### config.mk
export PLATFORM = sky130hd
export DESIGN_NAME = i2s_port
export DESIGN_NICKNAME = d
export VERILOG_FILES = /design/src/rtl/i2s_pkg.sv /design/src/rtl/i2s_master_clk.sv /design/src/rtl/i2s_slave_sync.sv /design/src/rtl/i2s_tx.sv /design/src/rtl/i2s_rx.sv /design/src/rtl/i2s_port.sv
export SDC_FILE = /design/constraint.sdc
export NUM_CORES = 1
export LEC_CHECK = 0
export ABC_AREA = 0
export ABC_CLOCK_PERIOD_IN_PS = 4100
export CORE_ASPECT_RATIO = 0.75
export CORE_MARGIN = 2
export CORE_UTILIZATION = 35
export DETAILED_ROUTE_END_ITERATION = 10
export MAX_ROUTING_LAYER = met4
export PLACE_DENSITY = 0.66
export RECOVER_POWER = 25
export SLEW_MARGIN = 20
export SYNTH_ARGS = -nofsm -noshare
export SYNTH_HDL_FRONTEND = slang
export SYNTH_SLANG_ARGS = --single-unit
### constraint.sdc
create_clock -name clk -period 4.1 [get_ports clk]
set_input_delay 0.82 -clock clk [delete_from_list [all_inputs] [get_ports clk]]
set_output_delay 0.82 -clock clk [all_outputs]
set_load 0.05 [all_outputs]
### src/rtl/i2s_pkg.sv
package i2s_pkg;

    // Bit-clock events seen in the system-clock domain during one cycle.
    // ws is the word-select level valid after this cycle's edge.
    typedef struct packed {
        logic rise;
        logic fall;
        logic ws;
    } bit_evt_t;

endpackage

### src/rtl/i2s_master_clk.sv
module i2s_master_clk
    import i2s_pkg::*;
#(
    parameter int unsigned SHORT_SLOT = 16,
    parameter int unsigned LONG_SLOT  = 25
) (
    input  logic     clk,
    input  logic     rst_n,
    input  logic     en,
    input  logic     tick,
    input  logic     long_frame,
    output logic     bclk,
    output logic     ws,
    output bit_evt_t evt
);
    localparam int unsigned CNT_W = $clog2(LONG_SLOT + 1);

    typedef struct packed {
        logic             bclk;
        logic             ws;
        logic [CNT_W-1:0] cnt;
    } mclk_st_t;

    mclk_st_t         q, d;
    logic [CNT_W-1:0] last;
    logic             rise, fall;

    always_comb begin
        last = long_frame ? CNT_W'(LONG_SLOT - 1) : CNT_W'(SHORT_SLOT - 1);
        d    = q;
        rise = 1'b0;
        fall = 1'b0;
        if (en && tick) begin
            d.bclk = ~q.bclk;
            if (q.bclk) begin
                fall = 1'b1;
                // slot boundary: counter wraps, word select flips with this falling edge
                if (q.cnt >= last) begin
                    d.cnt = '0;
                    d.ws  = ~q.ws;
                end else begin
                    d.cnt = q.cnt + 1'b1;
                end
            end else begin
                rise = 1'b1;
            end
        end
    end

    always_ff @(posedge clk or negedge rst_n) begin
        if (!rst_n) begin
            q <= '{bclk: 1'b0, ws: 1'b1, cnt: {CNT_W{1'b1}}};
        end else begin
            q <= d;
        end
    end

    assign bclk = q.bclk;
    assign ws   = q.ws;
    assign evt  = '{rise: rise, fall: fall, ws: d.ws};


    ws_on_fall_chk: assert property (@(posedge clk) disable iff (!rst_n)
        (q.ws != $past(q.ws)) |-> $past(fall));


    bclk_on_tick_chk: assert property (@(posedge clk) disable iff (!rst_n)
        (q.bclk != $past(q.bclk)) |-> $past(en && tick));

endmodule

### src/rtl/i2s_slave_sync.sv
module i2s_slave_sync
    import i2s_pkg::*;
#(
    parameter int unsigned STAGES = 2
) (
    input  logic     clk,
    input  logic     rst_n,
    input  logic     bclk_in,
    input  logic     ws_in,
    output bit_evt_t evt
);
    typedef struct packed {
        logic [STAGES-1:0] sck;
        logic [STAGES-1:0] ws;
        logic              sck_prev;
    } sync_st_t;

    sync_st_t q, d;

    always_comb begin
        d          = q;
        d.sck      = {q.sck[STAGES-2:0], bclk_in};
        d.ws       = {q.ws[STAGES-2:0], ws_in};
        d.sck_prev = q.sck[STAGES-1];
    end

    always_ff @(posedge clk or negedge rst_n) begin
        if (!rst_n) begin
            q <= '0;
        end else begin
            q <= d;
        end
    end

    assign evt = '{rise: q.sck[STAGES-1] & ~q.sck_prev,
                   fall: ~q.sck[STAGES-1] & q.sck_prev,
                   ws:   q.ws[STAGES-1]};

endmodule

### src/rtl/i2s_tx.sv
module i2s_tx
    import i2s_pkg::*;
#(
    parameter int unsigned W = 16
) (
    input  logic         clk,
    input  logic         rst_n,
    input  bit_evt_t     evt,
    input  logic         tx_valid,
    input  logic [W-1:0] tx_left,
    input  logic [W-1:0] tx_right,
    input  logic         underrun_clr,
    output logic         tx_ready,
    output logic         sdo,
    output logic         underrun
);
    localparam int unsigned LEFT_W = $clog2(W + 1);

    typedef struct packed {
        logic [W-1:0]      buf_l;
        logic [W-1:0]      buf_r;
        logic              full;
        logic [W-1:0]      act_l;
        logic [W-1:0]      act_r;
        logic [W-1:0]      shreg;
        logic [LEFT_W-1:0] left;
        logic              pend;
        logic              ws_r;
        logic              sdo;
        logic              under;
    } tx_st_t;

    tx_st_t       q, d;
    logic [W-1:0] word, nl, nr;

    always_comb begin
        d    = q;
        word = '0;
        nl   = q.act_l;
        nr   = q.act_r;
        if (underrun_clr) begin
            d.under = 1'b0;
        end
        if (tx_valid && !q.full) begin
            d.buf_l = tx_left;
            d.buf_r = tx_right;
            d.full  = 1'b1;
        end
        // word select is taken on the rising edge; a change arms a word load
        if (evt.rise) begin
            d.ws_r = evt.ws;
            if (evt.ws != q.ws_r) begin
                d.pend = 1'b1;
            end
        end
        if (evt.fall) begin
            if (q.pend) begin
                if (!q.ws_r) begin
                    if (q.full) begin
                        nl     = q.buf_l;
                        nr     = q.buf_r;
                        d.full = 1'b0;
                    end else begin
                        d.under = 1'b1;
                    end
                    d.act_l = nl;
                    d.act_r = nr;
                    word    = nl;
                end else begin
                    word = q.act_r;
                end
                d.sdo   = word[W-1];
                d.shreg = {word[W-2:0], 1'b0};
                d.left  = LEFT_W'(W - 1);
                d.pend  = 1'b0;
            end else if (q.left != '0) begin
                d.sdo   = q.shreg[W-1];
                d.shreg = {q.shreg[W-2:0], 1'b0};
                d.left  = q.left - 1'b1;
            end else begin
                d.sdo = 1'b0;
            end
        end
    end

    always_ff @(posedge clk or negedge rst_n) begin
        if (!rst_n) begin
            q      <= '0;
            q.ws_r <= 1'b1;
        end else begin
            q <= d;
        end
    end

    assign tx_ready = ~q.full;
    assign sdo      = q.sdo;
    assign underrun = q.under;


    sdo_on_fall_chk: assert property (@(posedge clk) disable iff (!rst_n)
        (q.sdo != $past(q.sdo)) |-> $past(evt.fall));


    idle_low_chk: assert property (@(posedge clk) disable iff (!rst_n)
        (evt.fall && !q.pend && (q.left == '0)) |=> !sdo);


    underrun_cause_chk: assert property (@(posedge clk) disable iff (!rst_n)
        (q.under && !$past(q.under)) |-> $past(evt.fall && q.pend && !q.ws_r && !q.full));


    accept_fills_chk: assert property (@(posedge clk) disable iff (!rst_n)
        (tx_valid && tx_ready) |=> !tx_ready);

endmodule

### src/rtl/i2s_rx.sv
module i2s_rx
    import i2s_pkg::*;
#(
    parameter int unsigned W = 16
) (
    input  logic         clk,
    input  logic         rst_n,
    input  bit_evt_t     evt,
    input  logic         sdi,
    output logic         rx_valid,
    output logic [W-1:0] rx_left,
    output logic [W-1:0] rx_right
);
    localparam int unsigned CNT_W = $clog2(W + 1);

    typedef struct packed {
        logic             ws_r;
        logic             ch;
        logic [CNT_W-1:0] cnt;
        logic [W-1:0]     sh;
        logic [W-1:0]     left_w;
        logic             got_l;
        logic [W-1:0]     out_l;
        logic [W-1:0]     out_r;
        logic             vld;
    } rx_st_t;

    rx_st_t       q, d;
    logic [W-1:0] nsh;

    always_comb begin
        d     = q;
        d.vld = 1'b0;
        nsh   = {q.sh[W-2:0], sdi};
        if (evt.rise) begin
            // bits past the word length are dropped: cnt saturates at W
            if (q.cnt < CNT_W'(W)) begin
                d.sh  = nsh;
                d.cnt = q.cnt + 1'b1;
                if (q.cnt == CNT_W'(W - 1)) begin
                    if (!q.ch) begin
                        d.left_w = nsh;
                        d.got_l  = 1'b1;
                    end else if (q.got_l) begin
                        d.out_l = q.left_w;
                        d.out_r = nsh;
                        d.vld   = 1'b1;
                        d.got_l = 1'b0;
                    end
                end
            end
            d.ws_r = evt.ws;
            if (evt.ws != q.ws_r) begin
                d.cnt = '0;
                d.ch  = evt.ws;
            end
        end
    end

    always_ff @(posedge clk or negedge rst_n) begin
        if (!rst_n) begin
            q      <= '0;
            q.ws_r <= 1'b1;
            q.cnt  <= CNT_W'(W);
        end else begin
            q <= d;
        end
    end

    assign rx_valid = q.vld;
    assign rx_left  = q.out_l;
    assign rx_right = q.out_r;


    rx_pulse_chk: assert property (@(posedge clk) disable iff (!rst_n)
        rx_valid |=> !rx_valid);


    rx_after_rise_chk: assert property (@(posedge clk) disable iff (!rst_n)
        rx_valid |-> $past(evt.rise));

endmodule

### src/rtl/i2s_port.sv
module i2s_port
    import i2s_pkg::*;
#(
    parameter int unsigned SAMPLE_W    = 16,
    parameter int unsigned SHORT_SLOT  = 16,
    parameter int unsigned LONG_SLOT   = 25,
    parameter int unsigned SYNC_STAGES = 2
) (
    input  logic                clk,
    input  logic                rst_n,
    input  logic                master_en,
    input  logic                frame50,
    input  logic                bclk_tick,
    input  logic                bclk_i,
    input  logic                ws_i,
    input  logic                sdi,
    output logic                bclk_o,
    output logic                ws_o,
    output logic                clk_oe,
    output logic                sdo,
    input  logic                tx_valid,
    output logic                tx_ready,
    input  logic [SAMPLE_W-1:0] tx_left,
    input  logic [SAMPLE_W-1:0] tx_right,
    output logic                rx_valid,
    output logic [SAMPLE_W-1:0] rx_left,
    output logic [SAMPLE_W-1:0] rx_right,
    output logic                underrun,
    input  logic                underrun_clr
);
    bit_evt_t m_evt, s_evt, evt;

    i2s_master_clk #(.SHORT_SLOT(SHORT_SLOT), .LONG_SLOT(LONG_SLOT)) u_mclk (
        .clk        (clk),
        .rst_n      (rst_n),
        .en         (master_en),
        .tick       (bclk_tick),
        .long_frame (frame50),
        .bclk       (bclk_o),
        .ws         (ws_o),
        .evt        (m_evt)
    );

    i2s_slave_sync #(.STAGES(SYNC_STAGES)) u_sync (
        .clk     (clk),
        .rst_n   (rst_n),
        .bclk_in (bclk_i),
        .ws_in   (ws_i),
        .evt     (s_evt)
    );

    assign evt    = master_en ? m_evt : s_evt;
    assign clk_oe = master_en;

    i2s_tx #(.W(SAMPLE_W)) u_tx (
        .clk          (clk),
        .rst_n        (rst_n),
        .evt          (evt),
        .tx_valid     (tx_valid),
        .tx_left      (tx_left),
        .tx_right     (tx_right),
        .underrun_clr (underrun_clr),
        .tx_ready     (tx_ready),
        .sdo          (sdo),
        .underrun     (underrun)
    );

    i2s_rx #(.W(SAMPLE_W)) u_rx (
        .clk      (clk),
        .rst_n    (rst_n),
        .evt      (evt),
        .sdi      (sdi),
        .rx_valid (rx_valid),
        .rx_left  (rx_left),
        .rx_right (rx_right)
    );

endmodule

==> results.md <==
Routing:
- The total vias in the final route is 4,446.
- For this run, the detailed router's first-pass iteration total came to 5.
- The final wirelength is around 14 mm.
- The detailed-route DRC error count is 0.
- In this run the remaining antenna-violating nets after routing total 0.
- The average routed wire per standard cell is about 15 um.
- The first routing iteration left approximately 250 violations.
- The per-cell via count in the routed design is 4.817.

Logic synthesis:
- In the synthesized netlist, the cells that appear most often are sky130_fd_sc_hd__dfrtp_1, sky130_fd_sc_hd__mux2_2, sky130_fd_sc_hd__nand2_1.
- The synthesized net count is 627.
- In this run the mean area of a mapped cell was between 10 and 15 um2.
- The share of synthesized registers carrying an async set or reset is 1.000.
- The number of enable-type register cells in the synthesized netlist is 0.
- Synthesis inferred roughly 170 register bits.
- Among all cell types in the netlist, the one instantiated most often is sky130_fd_sc_hd__dfrtp_1.
- In the post-synthesis netlist, the biggest area contributors are sky130_fd_sc_hd__dfrtp_1, sky130_fd_sc_hd__mux2_2, sky130_fd_sc_hd__mux2i_1, sky130_fd_sc_hd__buf_4, sky130_fd_sc_hd__dfstp_2.
- The number of distinct library cells after synthesis is 49.
- During synthesis, Yosys emitted a total of 0 warnings.
- The post-synthesis cell count is 578.
- The cell area after synthesis is between 7000 and 8000 um2.
- The biggest area contributor in the post-synthesis netlist is sky130_fd_sc_hd__dfrtp_1.
- The fraction of the yosys area taken by sequential cells is 0.5698.
- Of the post-synthesis cell area, the dominant cell type holds 0.5421.
- The predominant post-synthesis flop cell is sky130_fd_sc_hd__dfrtp_1.

Layout:
- The net count of the finished layout is 672.
- The final core utilization is 0.4261.
- In the final layout, the share of cells above drive strength 1 is 0.2756.
- The antenna cell count is 0.
- Once layout is complete, the cells apart from fillers number about 920.
- The layout overhead on the synthesized area is 19.20%.

STA:
- Setup violations remaining at the end of the flow were counted as 0.
- At the pin with the least slew margin, the transition time is 2.162 ns.
- Measured against its own limit, the worst slew margin works out to -0.4417.
- The worst setup skew after layout is 0.008512 ns.
- The final worst setup slack is 0.8799 ns.
- The timing-limited maximum frequency is slightly above 0.3 GHz.
- Dividing the final minimum period by the clock period gives 0.7854.
- The final-report max-slew violation count came to 86.
- Setup repair after global routing left no endpoint under its margin.
- Adding up every negative setup slack in the final design gives 0 ns.
- The final number of hold-violating endpoints is 0.
- The tightest hold path in the finished design has a slack of 0.3492 ns.
- The clock period minus worst slack is 3.220 ns.

Placement:
- Buffers placed on the I/O ports in this run total 80.
- The HPWL after detailed placement is around 9.3 mm.
- Including well taps, the total number of placed cells is 892.
- The worst setup slack before clock tree synthesis is slightly below 0.5 ns.
- The last weighted congestion value of the routability-driven placer is 0.8284.

Floorplan:
- The floorplan row count is 46.
- 81 I/O pins were placed.
- The initial cell density of the core is 0.3575.
- The overall die width is roughly 170 um.
- The vertical extent of the die is 131.4 um.
- The total die area is 22,840 um2.
- The area of the core is between 20,000 and 25,000 um2.

Setup path:
- Data on the critical path is required at its endpoint by 4.37 ns.
- The maximum fanout along the worst path is 9.
- The worst reg-to-reg setup slack is about 1.3 ns.
- The cell family contributing the most delay on the critical path is compound AO/OA/AOI/OAI gates.
- The critical path is of the in -> reg type.
- Together, buffers and inverters on the worst path number 2.
- The highest cell delay on the worst timing path is ~0.65 ns.
- STA puts the critical path data arrival time at ~3.5 ns.
- The endpoint class of the critical path is a flop.
- The critical path startpoint category is a primary input.
- The slowest cell on the critical path is sky130_fd_sc_hd__a2111oi_1.
- Traced cell by cell, the critical path runs through clkdlybuf4s50_1, inv_1, ha_1, nand2b_1, a2111oi_1, nor3_1, a2111oi_0, a311oi_1.

CTS:
- The clock reaches the later pin of the worst-skew pair after 0.42 ns.
- The clock-pin slew on the worst setup and hold paths is roughly 0.07 ns.
- The clock tree buffer depth is 2.
- TritonCTS built the clock tree.
- The H-tree depth is 4.
- The post-cts hold buffer count is 0.
- The number of buffers inserted to repair setup after CTS is 0.
- The clock net sink count is 172.
- The tree is rooted in a sky130_fd_sc_hd__clkbuf_16.
- In this run, CTS created clock tree buffers numbering 17.
- Gates resized during post-CTS repair numbered 0.

Power and ir drop:
- The static leakage power is around 4 nW.
- The maximum ir drop on the vdd rail is 0.2669 mV.
- The total power divided by cell area is 612.8 nW/um2.

Min path:
- In this run the worst hold path is classified as reg -> reg.

Global route:
- The number of global-route vias before repair is 4,725.
- The first global-routing pass estimated 24.01 mm of wire.
- The global-route congestion overflow total is 0.
- The initial antenna violation count is 0.
- Entering global routing, the biggest net connects 88 pins.
- The total routing usage reported by global routing is 0.1326.

Run:
- The tool flagged a number of max-cap violations equal to 1.

Run status:
- The flow ran to the end, but the final reports show violations.
- The checks that failed: max-capacitance violations, max-slew violations.
-- state kept, by name (all words and copies together) (netlist names) --
name / flops
u_sync.evt: 1
u_sync.d: 3
u_rx.rx_right: 16
u_tx.q: 87
u_mclk.bclk: 1
u_mclk.ws: 1
u_rx.rx_valid: 1
u_mclk.q: 5
u_rx.rx_left: 16
u_rx.q: 23
u_sync.q: 1
u_tx.sdo: 1
u_tx.underrun: 1
u_rx.nsh: 15
-- cell type report --
| cell class | instances | area [um2] |
|---|---|---|
| clock buffers | 20 | 456.7 |
| clock inverters | 11 | 182.7 |
| fillers | 1954 | 12160 |
| inverters | 9 | 33.78 |
| multi-input cells | 335 | 2809 |
| flip-flops and latches | 172 | 4314 |
| well taps | 288 | 360.3 |
| repair buffers | 88 | 868.3 |
-- logic make-up after synthesis --
kind of cell | synth area share
muxes | 0.2327
DFF | 0.5698
AOI/OAI and AO/OA | 0.05470
adders and majority gates | 0.01157
and+or+nand+nor | 0.06511
xor gates and xnor gates | 0.005785
buffers and inverters | 0.06032
-- worst paths after layout --
check                             from     endpoint  depth (start not counted)
max in group asynchronous        rst_n   u_tx.q[50]                          2
hold / removal             u_sync.d[4]  u_sync.d[0]                          0
setup / recovery               frame50   u_rx.q[67]                          8
hold reg to reg            u_sync.d[4]  u_sync.d[0]                          0
setup reg to reg           u_mclk.q[0]   u_rx.q[67]                          7
min in group asynchronous        rst_n   u_rx.q[69]                          1
-- metrics by stage --
stage               total power [mW]  cell area, um2
CTS                            5.601            9031
finish                         5.531            9025
floorplan                      3.434            7571
global route                   5.892            9025
detailed placement             3.829            8392
global placement               3.732            8392
-- layer usage --
| layer | wire [um] | vias up | track usage |
|---|---|---|---|
| met1 | 6744 | 2254 | 0.1781 |
| li1 | - | 2090 | - |
| met3 | 564 | 13 | 0.03733 |
| met2 | 6488 | 89 | 0.1970 |
| met4 | 111 | 0 | 0.03688 |
| met5 | 0 | - | - |
-- report_power, final --
group	total (mW)	internal, mW	switching, mW
combinational	1.12	0.633	0.486
clock	1.74	1.06	0.677
sequential	2.67	2.23	0.443
total	5.53	3.93	1.61
-- cell usage in the layout (no fill, tap or decap), drive strengths merged, types with 3 or more instances in the layout --
cell	instances
and3	4
dlygate4sd3	3
clkbuf	21
nand2	42
a211oi	4
nor2b	3
bufinv	4
nor3	7
a21oi	7
buf	8
o41ai	3
nor4	4
nor2	14
clkdlybuf4s50	76
nand3	4
ha	7
nand2b	4
nor3b	4
inv	13
mux2	128
xor2	3
mux2i	32
dfrtp	164
dfstp	8
clkinv	3
o21ai	38
Note: power is estimated with default switching activity, not from simulation.
